$ cat src/rtl/dds_pkg.sv
package dds_pkg;

  typedef enum logic {
    MODE_TONE   = 1'b0,
    MODE_REPLAY = 1'b1
  } wave_mode_e;

  // Rounded sine amplitude for table index idx out of 2^addr_w entries.
  function automatic int sine_code(int idx, int addr_w, int samp_w);
    real amp;
    real ang;
    real r;
    amp = real'((1 << (samp_w - 1)) - 1);
    ang = 2.0 * 3.14159265358979 * real'(idx) / real'(1 << addr_w);
    r   = amp * $sin(ang);
    if (r >= 0.0) return $rtoi(r + 0.5);
    return -$rtoi(0.5 - r);
  endfunction

  // Stored replay waveform: a full-scale rising ramp centred on zero.
  function automatic int ramp_code(int idx, int play_aw, int samp_w);
    return (idx - (1 << (play_aw - 1))) * (1 << (samp_w - play_aw));
  endfunction

endpackage

$ cat src/rtl/dds_phase_acc.sv
module dds_phase_acc #(
  parameter int PHASE_W = 24
) (
  input  logic               clk,
  input  logic               rst,
  input  logic               clear,
  input  logic               adv,
  input  logic [PHASE_W-1:0] inc,
  output logic [PHASE_W-1:0] phase
);

  always_ff @(posedge clk) begin
    if (rst || clear) phase <= '0;
    else if (adv)     phase <= phase + inc;
  end

endmodule

$ cat src/rtl/dds_play_ctr.sv
module dds_play_ctr #(
  parameter int PLAY_AW = 6
) (
  input  logic               clk,
  input  logic               rst,
  input  logic               clear,
  input  logic               adv,
  input  logic [PLAY_AW:0]   len,
  output logic [PLAY_AW-1:0] idx
);

  logic [PLAY_AW:0] nxt;
  assign nxt = {1'b0, idx} + 1'b1;

  always_ff @(posedge clk) begin
    if (rst || clear)  idx <= '0;
    else if (adv) begin
      if (nxt >= len)  idx <= '0;
      else             idx <= idx + 1'b1;
    end
  end

endmodule

$ cat src/rtl/dds_wave_rom.sv
module dds_wave_rom #(
  parameter int ADDR_W   = 8,
  parameter int PLAY_AW  = 6,
  parameter int SAMPLE_W = 12
) (
  input  logic                       sel_replay,
  input  logic [ADDR_W-1:0]          sin_addr,
  input  logic [PLAY_AW-1:0]         play_addr,
  output logic signed [SAMPLE_W-1:0] value
);

  localparam int SIN_DEPTH  = 1 << ADDR_W;
  localparam int PLAY_DEPTH = 1 << PLAY_AW;

  logic signed [SAMPLE_W-1:0] sin_tab  [SIN_DEPTH];
  logic signed [SAMPLE_W-1:0] play_tab [PLAY_DEPTH];

  for (genvar i = 0; i < SIN_DEPTH; i++) begin : g_sin
    assign sin_tab[i] = SAMPLE_W'(dds_pkg::sine_code(i, ADDR_W, SAMPLE_W));
  end

  for (genvar j = 0; j < PLAY_DEPTH; j++) begin : g_play
    assign play_tab[j] = SAMPLE_W'(dds_pkg::ramp_code(j, PLAY_AW, SAMPLE_W));
  end

  assign value = sel_replay ? play_tab[play_addr] : sin_tab[sin_addr];

endmodule

$ cat src/rtl/dds_dual_synth.sv
module dds_dual_synth #(
  parameter int PHASE_W  = 24,
  parameter int ADDR_W   = 8,
  parameter int SAMPLE_W = 12,
  parameter int PLAY_AW  = 6
) (
  input  logic                       clk,
  input  logic                       rst,
  input  logic                       en,
  input  logic                       mode,
  input  logic [PHASE_W-1:0]         step,
  input  logic [PHASE_W-1:0]         phase_shift,
  input  logic [PLAY_AW:0]           replay_len,
  output logic signed [SAMPLE_W-1:0] sample,
  output logic                       sample_valid
);
  import dds_pkg::*;

  localparam int DROP_W = PHASE_W - ADDR_W;

  // Captured control words
  logic [PHASE_W-1:0] fcw_q;
  logic [PHASE_W-1:0] shift_q;
  logic [PLAY_AW:0]   len_q;
  wave_mode_e         mode_q;

  // Named events for the checker
  logic mode_chg;
  logic acc_step;
  logic play_step;

  logic [PHASE_W-1:0] phase;
  logic [PLAY_AW-1:0] play_idx;
  logic [PHASE_W-1:0] lookup_sum;
  logic [ADDR_W-1:0]  sin_addr;

  // Stage 1 registers
  logic               s1_valid;
  wave_mode_e         s1_mode;
  logic [ADDR_W-1:0]  s1_sin_addr;
  logic [PLAY_AW-1:0] s1_play_addr;

  logic signed [SAMPLE_W-1:0] rom_value;

  assign mode_chg  = (wave_mode_e'(mode) != mode_q);
  assign acc_step  = en && !mode_chg && (mode_q == MODE_TONE);
  assign play_step = en && !mode_chg && (mode_q == MODE_REPLAY);

  always_ff @(posedge clk) begin
    if (rst) begin
      fcw_q   <= '0;
      shift_q <= '0;
      len_q   <= '0;
      mode_q  <= MODE_TONE;
    end else begin
      fcw_q   <= step;
      shift_q <= phase_shift;
      len_q   <= replay_len;
      mode_q  <= wave_mode_e'(mode);
    end
  end

  dds_phase_acc #(.PHASE_W(PHASE_W)) u_acc (
    .clk   (clk),
    .rst   (rst),
    .clear (mode_chg),
    .adv   (acc_step),
    .inc   (fcw_q),
    .phase (phase)
  );

  dds_play_ctr #(.PLAY_AW(PLAY_AW)) u_ctr (
    .clk   (clk),
    .rst   (rst),
    .clear (mode_chg),
    .adv   (play_step),
    .len   (len_q),
    .idx   (play_idx)
  );

  // Phase truncation: keep the top ADDR_W bits of the shifted phase
  assign lookup_sum = phase + shift_q;
  assign sin_addr   = ADDR_W'(lookup_sum >> DROP_W);

  always_ff @(posedge clk) begin
    if (rst) begin
      s1_valid     <= 1'b0;
      s1_mode      <= MODE_TONE;
      s1_sin_addr  <= '0;
      s1_play_addr <= '0;
    end else begin
      s1_valid     <= en;
      s1_mode      <= mode_q;
      s1_sin_addr  <= sin_addr;
      s1_play_addr <= play_idx;
    end
  end

  dds_wave_rom #(
    .ADDR_W   (ADDR_W),
    .PLAY_AW  (PLAY_AW),
    .SAMPLE_W (SAMPLE_W)
  ) u_rom (
    .sel_replay (s1_mode == MODE_REPLAY),
    .sin_addr   (s1_sin_addr),
    .play_addr  (s1_play_addr),
    .value      (rom_value)
  );

  always_ff @(posedge clk) begin
    if (rst) begin
      sample       <= '0;
      sample_valid <= 1'b0;
    end else begin
      sample       <= rom_value;
      sample_valid <= s1_valid;
    end
  end

endmodule

$ cat config.mk
export PLATFORM = sky130hd
export DESIGN_NAME = dds_dual_synth
export DESIGN_NICKNAME = d
export VERILOG_FILES = /design/src/rtl/dds_pkg.sv /design/src/rtl/dds_phase_acc.sv /design/src/rtl/dds_play_ctr.sv /design/src/rtl/dds_wave_rom.sv /design/src/rtl/dds_dual_synth.sv
export SDC_FILE = /design/constraint.sdc
export NUM_CORES = 1
export LEC_CHECK = 0
export CORE_MARGIN = 5
export CORE_UTILIZATION = 51
export CTS_CLUSTER_DIAMETER = 60
export DETAILED_ROUTE_END_ITERATION = 6
export GPL_ROUTABILITY_DRIVEN = 0
export MAX_ROUTING_LAYER = met4
export PLACE_DENSITY = 0.67
export SYNTH_ARGS = -nofsm -noshare
export SYNTH_HDL_FRONTEND = slang
export SYNTH_SLANG_ARGS = --single-unit
$ cat constraint.sdc
create_clock -name clk -period 7.27 [get_ports clk]
set_clock_uncertainty 0.05 [all_clocks]
set_input_delay 1.454 -clock clk [delete_from_list [all_inputs] [get_ports clk]]
set_output_delay 1.454 -clock clk [all_outputs]
set_load 0.01 [all_outputs]
Yosys cells after proc, flatten, opt, wreduce, memory -nomap -nowiden
Memory sizes are Yosys's and may differ from the RTL's.
Cells that the tools add are included.

storage, ports and cells
  register bits after elaboration = 115
  output and inout port bits = 13
  bits of input ports = 59
  memory bits (read-only) = 3840
  memories = 2

memories
  memory           words  bits a word  rd ports  clocked after Yosys merged registers in  write ports  line                RTL
  (no name shown)  256    12           1         0                                        0            dds_wave_rom.sv:26  assign value = sel_replay ? play_tab[play_addr] : sin_tab[sin_addr];
  (no name shown)  64     12           1         0                                        0            dds_wave_rom.sv:26

cells by class
  add/sub/neg operators = 4
  multiplexer cells = 6
  equal/unequal tests = 1
  bitwise logic cells = 3
  reduce and logical (&&, ||, !) cells = 5
  order comparisons = 3

operators with widths
  operator                                     count
  2-to-1 mux 12 bit                            5
  adder 24 bit                                 2
  >= comparator 9 bit, second input constant   1
  inverter 8 -> 9 bit                          1
  adder 6 x 1 -> 7 bit, second input constant  1
  >= comparator 7 bit                          1
  >= comparator 7 bit, second input constant   1
  inverter 6 -> 7 bit                          1
  adder 6 x 1 -> 6 bit, second input constant  1
  2-to-1 mux 6 bit                             1
  logical AND 1 bit                            3
  zero test 1 bit                              1
  logical OR 1 bit                             1
  != test 1 bit                                1
  inverter 1 bit                               1

Logic depth before layout (Yosys ltp)
  word-level depth = 5
  gate-level depth with buffers = 12
  gate-level depth less buffers = 9

Modules after synthesis
A second synthesis with hierarchy kept.

second synthesis, totals
  cell total of the unflattened synthesis = 1149
  area total of the unflattened synthesis = 8988.6 sq um

by module, submodules not included
  module          times used  seq. area each (sq um)  cells an instance  area each (sq um)
  dds_wave_rom    1           0.0                     527                3244.4
  dds_dual_synth  1           1701.6                  310                3200.6
  dds_phase_acc   1           480.5                   246                2029.4
  dds_play_ctr    1           120.1                   66                 514.2

Worst setup path before layout
OpenSTA, ideal clock, no wires.

  kind = input-to-reg
  start = in mode
  end = reg u_acc.phase[18]
  buffers on the path = 1
  arrival = 2.484 ns
  library setup time = 0.070 ns
  stages = 5
  setup slack = 4.666 ns
  cells stage by stage = or2_2 -> a21oi_1 -> clkbuf_1 -> o21ai_0 -> a21oi_1

between the ends
  word-level cells in the longest chain between the ends = 4
  elaborated cells on any way between the ends = 5
  those cells by class = eq/ne (1); reduce/logical (4)

ends and longest elaborated chain
  what                             line                  RTL
  start: declaration               dds_dual_synth.sv:10  input logic mode,
  != test 1 bit (*)                dds_dual_synth.sv:45  assign mode_chg = (wave_mode_e'(mode) != mode_q);
  zero test 1 bit                  dds_dual_synth.sv:46  assign acc_step = en && !mode_chg && (mode_q == MODE_TONE);
  logical AND 1 bit (2 in series)  dds_dual_synth.sv:46
  end signal: assignment           dds_phase_acc.sv:14   else if (adv) phase <= phase + inc;
  end: declaration                 dds_phase_acc.sv:9    output logic [PHASE_W-1:0] phase

Mark *: on every way between the ends. The rest lies on a longest branch, timed or not.
A chain may end at the register's enable or synchronous reset.

Final worst setup path
  start = reg s1_sin_addr[1]
  end = reg sample[3]

between the ends
  word-level cells in the longest chain between the ends = 5

ends and longest elaborated chain
  what                                                   line                   RTL
  start: declaration                                     dds_dual_synth.sv:40   logic [ADDR_W-1:0] s1_sin_addr;
  start signal: assignment                               dds_dual_synth.sv:94   s1_sin_addr <= sin_addr;
  inverter 8 -> 9 bit (implied by the code)              dds_wave_rom.sv:26
  memory (256 x 12 bit)                                  n/a
  2-to-1 mux 12 bit (implied by the code) (2 in series)  dds_wave_rom.sv:26
  2-to-1 mux 12 bit                                      dds_wave_rom.sv:26
  end signal: assignment                                 dds_dual_synth.sv:115  sample <= rom_value;
  end: declaration                                       dds_dual_synth.sv:14   output logic signed [SAMPLE_W-1:0] sample,

Every way passes these cells. The select of a mux whose other input is x is not followed.

==> results by group <==
Pwr
  – Power density cells: 187 nW/um^2
  – Worst ir drop on vdd: 0.177 mV
  – Leakage Power: 0.00394 uW

Routing
  – Wire length per cell after detailed routing: 18.7 um
  – Overall via count from detail_route: 8782
  – Count of TritonRoute iterations in the first routing pass: 7
  – Violation count after the first detailed-route iteration: 1198
  – Routed via count divided by cell count: 6.29
  – DRT Wirelength: 26100 um
  – Final ANT Viol Nets: 0
  – Remaining routing DRC violations: 0

Synthesis
  – Flops & latches, synth: 115
  – Area share of the leading cell type in the synthesized netlist: 26.2%
  – Sequential share of the synthesized area: 26.2%
  – Most frequently used cell type in the post-synthesis netlist: sky130_fd_sc_hd__nand2_1
  – Post-Syn Area: 8790 sq um
  – Number of warnings printed during yosys synthesis: 0
  – Most frequently used flop master after synthesis: sky130_fd_sc_hd__dfxtp_1
  – Top cells by count, synth: sky130_fd_sc_hd__nand2_1 (124), sky130_fd_sc_hd__a21oi_1 (115), sky130_fd_sc_hd__dfxtp_1 (115), sky130_fd_sc_hd__nor2b_1 (84), sky130_fd_sc_hd__nor2_1 (78)
  – Gate count of the mapped netlist: 1152
  – Syn_area_per_cell: 7.63 sq um
  – Async SR Flop Fraction: 0%
  – Cell variety after synth: 79
  – Dominant cell type by area after synthesis: sky130_fd_sc_hd__dfxtp_1
  – Cell types with the largest area share after synthesis: sky130_fd_sc_hd__dfxtp_1 (26%), sky130_fd_sc_hd__ha_1 (9.4%), sky130_fd_sc_hd__a21oi_1 (6.5%)
  – Synthesized Nets: 1278
  – Count of flip-flops with a built-in enable after synthesis: 0

Worst setup path
  – Combined buffer and inverter count along the critical path: 1
  – Type of element launching the critical path: flop
  – Largest stage delay on the critical path: 0.76 ns
  – Kind of critical path: flop to flop
  – Data arrival at the endpoint of the critical path: 3.72 ns
  – Max Fanout on Critical Path: 18
  – Family of cells with the greatest summed delay on the critical path: adder cells
  – Slowest cell on the critical path: sky130_fd_sc_hd__ha_1
  – Critical path required time: 7.52 ns
  – Most Frequent Cell on Critical Path: sky130_fd_sc_hd__o21ai_0
  – Type of destination of the critical path: flop
  – Sequence of cells on the critical path: inv_1 -> ha_1 -> nand2_1 -> o211ai_1 -> o21ai_0 -> mux4_2 -> o2111ai_1 -> o21ai_0

Floorplan
  – Die area: 20000 sq um
  – Die boundary height: 141 um
  – Initial Utilization: 51.4%
  – Core area: 17100 sq um
  – Die Wd: 141 um
  – Number of placement rows: 48
  – I/O pin cnt: 72

STA
  – # setup viols final: 0
  – Post-Route Setup TNS: 0 ns
  – Clock period minus worst slack: 3.48 ns
  – Worst slew margin relative to its limit: 31.8%
  – Fmax: 288 MHz
  – Worst-margin pin slew: 1.02 ns
  – Setup repair after global routing missed its margin: false
  – Final period util: 47.8%
  – Fin worst setup slack: 3.79 ns
  – Number of max-slew violations in the final report: 0
  – Count of final hold-check violations: 0

Clock network
  – Clock latency reported for the late side of the worst-skew pair: 0.42 ns
  – TritonCTS Sinks: 115
  – Post-CTS clock slew at the launch and capture registers of the worst setup and hold paths: 0.06 ns
  – Post-CTS Setup Repair Bufs: 0
  – Number of CTS-inserted buffers: 17
  – Number of H-tree levels: 4
  – Max Buffers Root-to-Sink: 2
  – Clock root buffer: sky130_fd_sc_hd__clkbuf_16
  – Resize count post-CTS: 0
  – CTS Hold Bufs: 0
  – CTS tree: yes

Layout
  – Number of cells in the finished layout apart from fillers: 1396
  – Ratio of cells with drive above 1 in the final layout: 6.15%
  – Fraction of the core area covered by cells at the end of the flow: 58.3%
  – FILL cells: 1626
  – N_diodes: 0
  – Post-synthesis to final-layout area growth: 13.5%
  – Number of nets in the final layout: 1286

Placement
  – Port Buffer Count: 71
  – Number of placed instances, taps included: 1366
  – Detailed-placement wirelength estimate: 18300 um
  – Pre-CTS setup slack: 3.79 ns

Run status
  – Status: finished clean

Global route
  – Met3 track demand over resource: 4.75%
  – Most utilized layer in the global route result: met2
  – Pin count of the biggest net entering global routing: 103
  – Global router's overall resource usage: 26.5%
  – Wire length of the first global-routing pass: 41400 um
  – Number of global-route vias before repair: 8119
  – GR Util met1: 33.6%
  – Number of antenna violations at the first check in global routing: 0
  – Leftover overflow at the end of global routing: 0
  – Met2 global-route usage: 39.8%

Run
  – Total of max-cap violations: 0

Hold path
  – Tightest Hold Check Type: flop to flop
## area by class of cell
type	instances	area, sq um	share of cell area, %
multi-input combinational	920	5950	59.7
sequential	115	2310	23.1
timing repair buffer	79	766	7.67
clock buffer	19	464	4.65
tap	225	282	2.82
clock inverter	11	104	1.04
inverter	27	101	1.02
## registers in the layout, summed over array words and instances, names as in the netlist
register,count
fcw_q,24
shift_q,24
u_acc.phase,24
sample,12
s1_sin_addr,8
len_q,7
s1_play_addr,6
u_ctr.idx,6
mode_q,1
s1_mode,1
s1_valid,1
sample_valid,1
## placed cells by master (no fill, tap or decap), types with 15 or more instances in the layout
| cell type | Yosys | routed |
|---|---|---|
| sky130_fd_sc_hd__nor2b_1 | 84 | 84 |
| sky130_fd_sc_hd__inv_1 | 26 | 26 |
| sky130_fd_sc_hd__nand2b_1 | 25 | 25 |
| sky130_fd_sc_hd__a31oi_1 | 15 | 15 |
| sky130_fd_sc_hd__ha_1 | 66 | 66 |
| sky130_fd_sc_hd__dfxtp_1 | 115 | 112 |
| sky130_fd_sc_hd__nand2_1 | 124 | 124 |
| sky130_fd_sc_hd__a21o_1 | 18 | 18 |
| sky130_fd_sc_hd__a21oi_1 | 115 | 115 |
| sky130_fd_sc_hd__o311ai_0 | 15 | 15 |
| sky130_fd_sc_hd__nand3_1 | 37 | 37 |
| sky130_fd_sc_hd__a211oi_1 | 22 | 22 |
| sky130_fd_sc_hd__o21ai_0 | 76 | 76 |
| sky130_fd_sc_hd__clkbuf_16 | 0 | 18 |
| sky130_fd_sc_hd__xnor2_1 | 18 | 18 |
| sky130_fd_sc_hd__clkdlybuf4s50_1 | 0 | 70 |
| sky130_fd_sc_hd__nor2_1 | 78 | 78 |
## power breakdown
part	switching [uW]	total, uW	leakage (uW)	internal, uW
Sequential	20.7	680	0.000948	660
Combinational	222	380	0.00272	158
Clock	308	805	0.000277	496
## worst paths after layout
path | cells after the start | to | start | slack (ns)
max | 8 | sample[3] | s1_sin_addr[1] | 3.79
min | 1 | sample_valid | s1_valid | 0.38
max reg2reg | 8 | sample[3] | s1_sin_addr[1] | 3.79
min reg2reg | 1 | sample_valid | s1_valid | 0.38
## stage by stage
stage               cell area [sq um]  total power, uW  hold slack [ns]
finish                           9980             1860            0.383
global route                     9980             1940            0.420
CTS                              9980             1870            0.385
detailed placement               9410             1060            0.370
global placement                 9410             1060            0.371
floorplan                        8790              948            0.364
## routing by layer
metal	share of wire (%)	vias up
li1	-	4213
met1	41	3947
met5	0	-
met4	5.9	0
met2	44	498
met3	8.6	124
## kinds of logic (layout without fill, tap and decap cells)
kind of cell,after synthesis,count (layout),share of synthesized area (%)
simple gates,407,407,22.7
compound gates,403,403,30.1
buf+inv,117,136,6.12
flops,115,115,26.2
fa+ha+maj,67,67,9.62
xor+xnor,33,33,3.37
mux,10,10,1.89
Power figures use the tool's default switching activity.
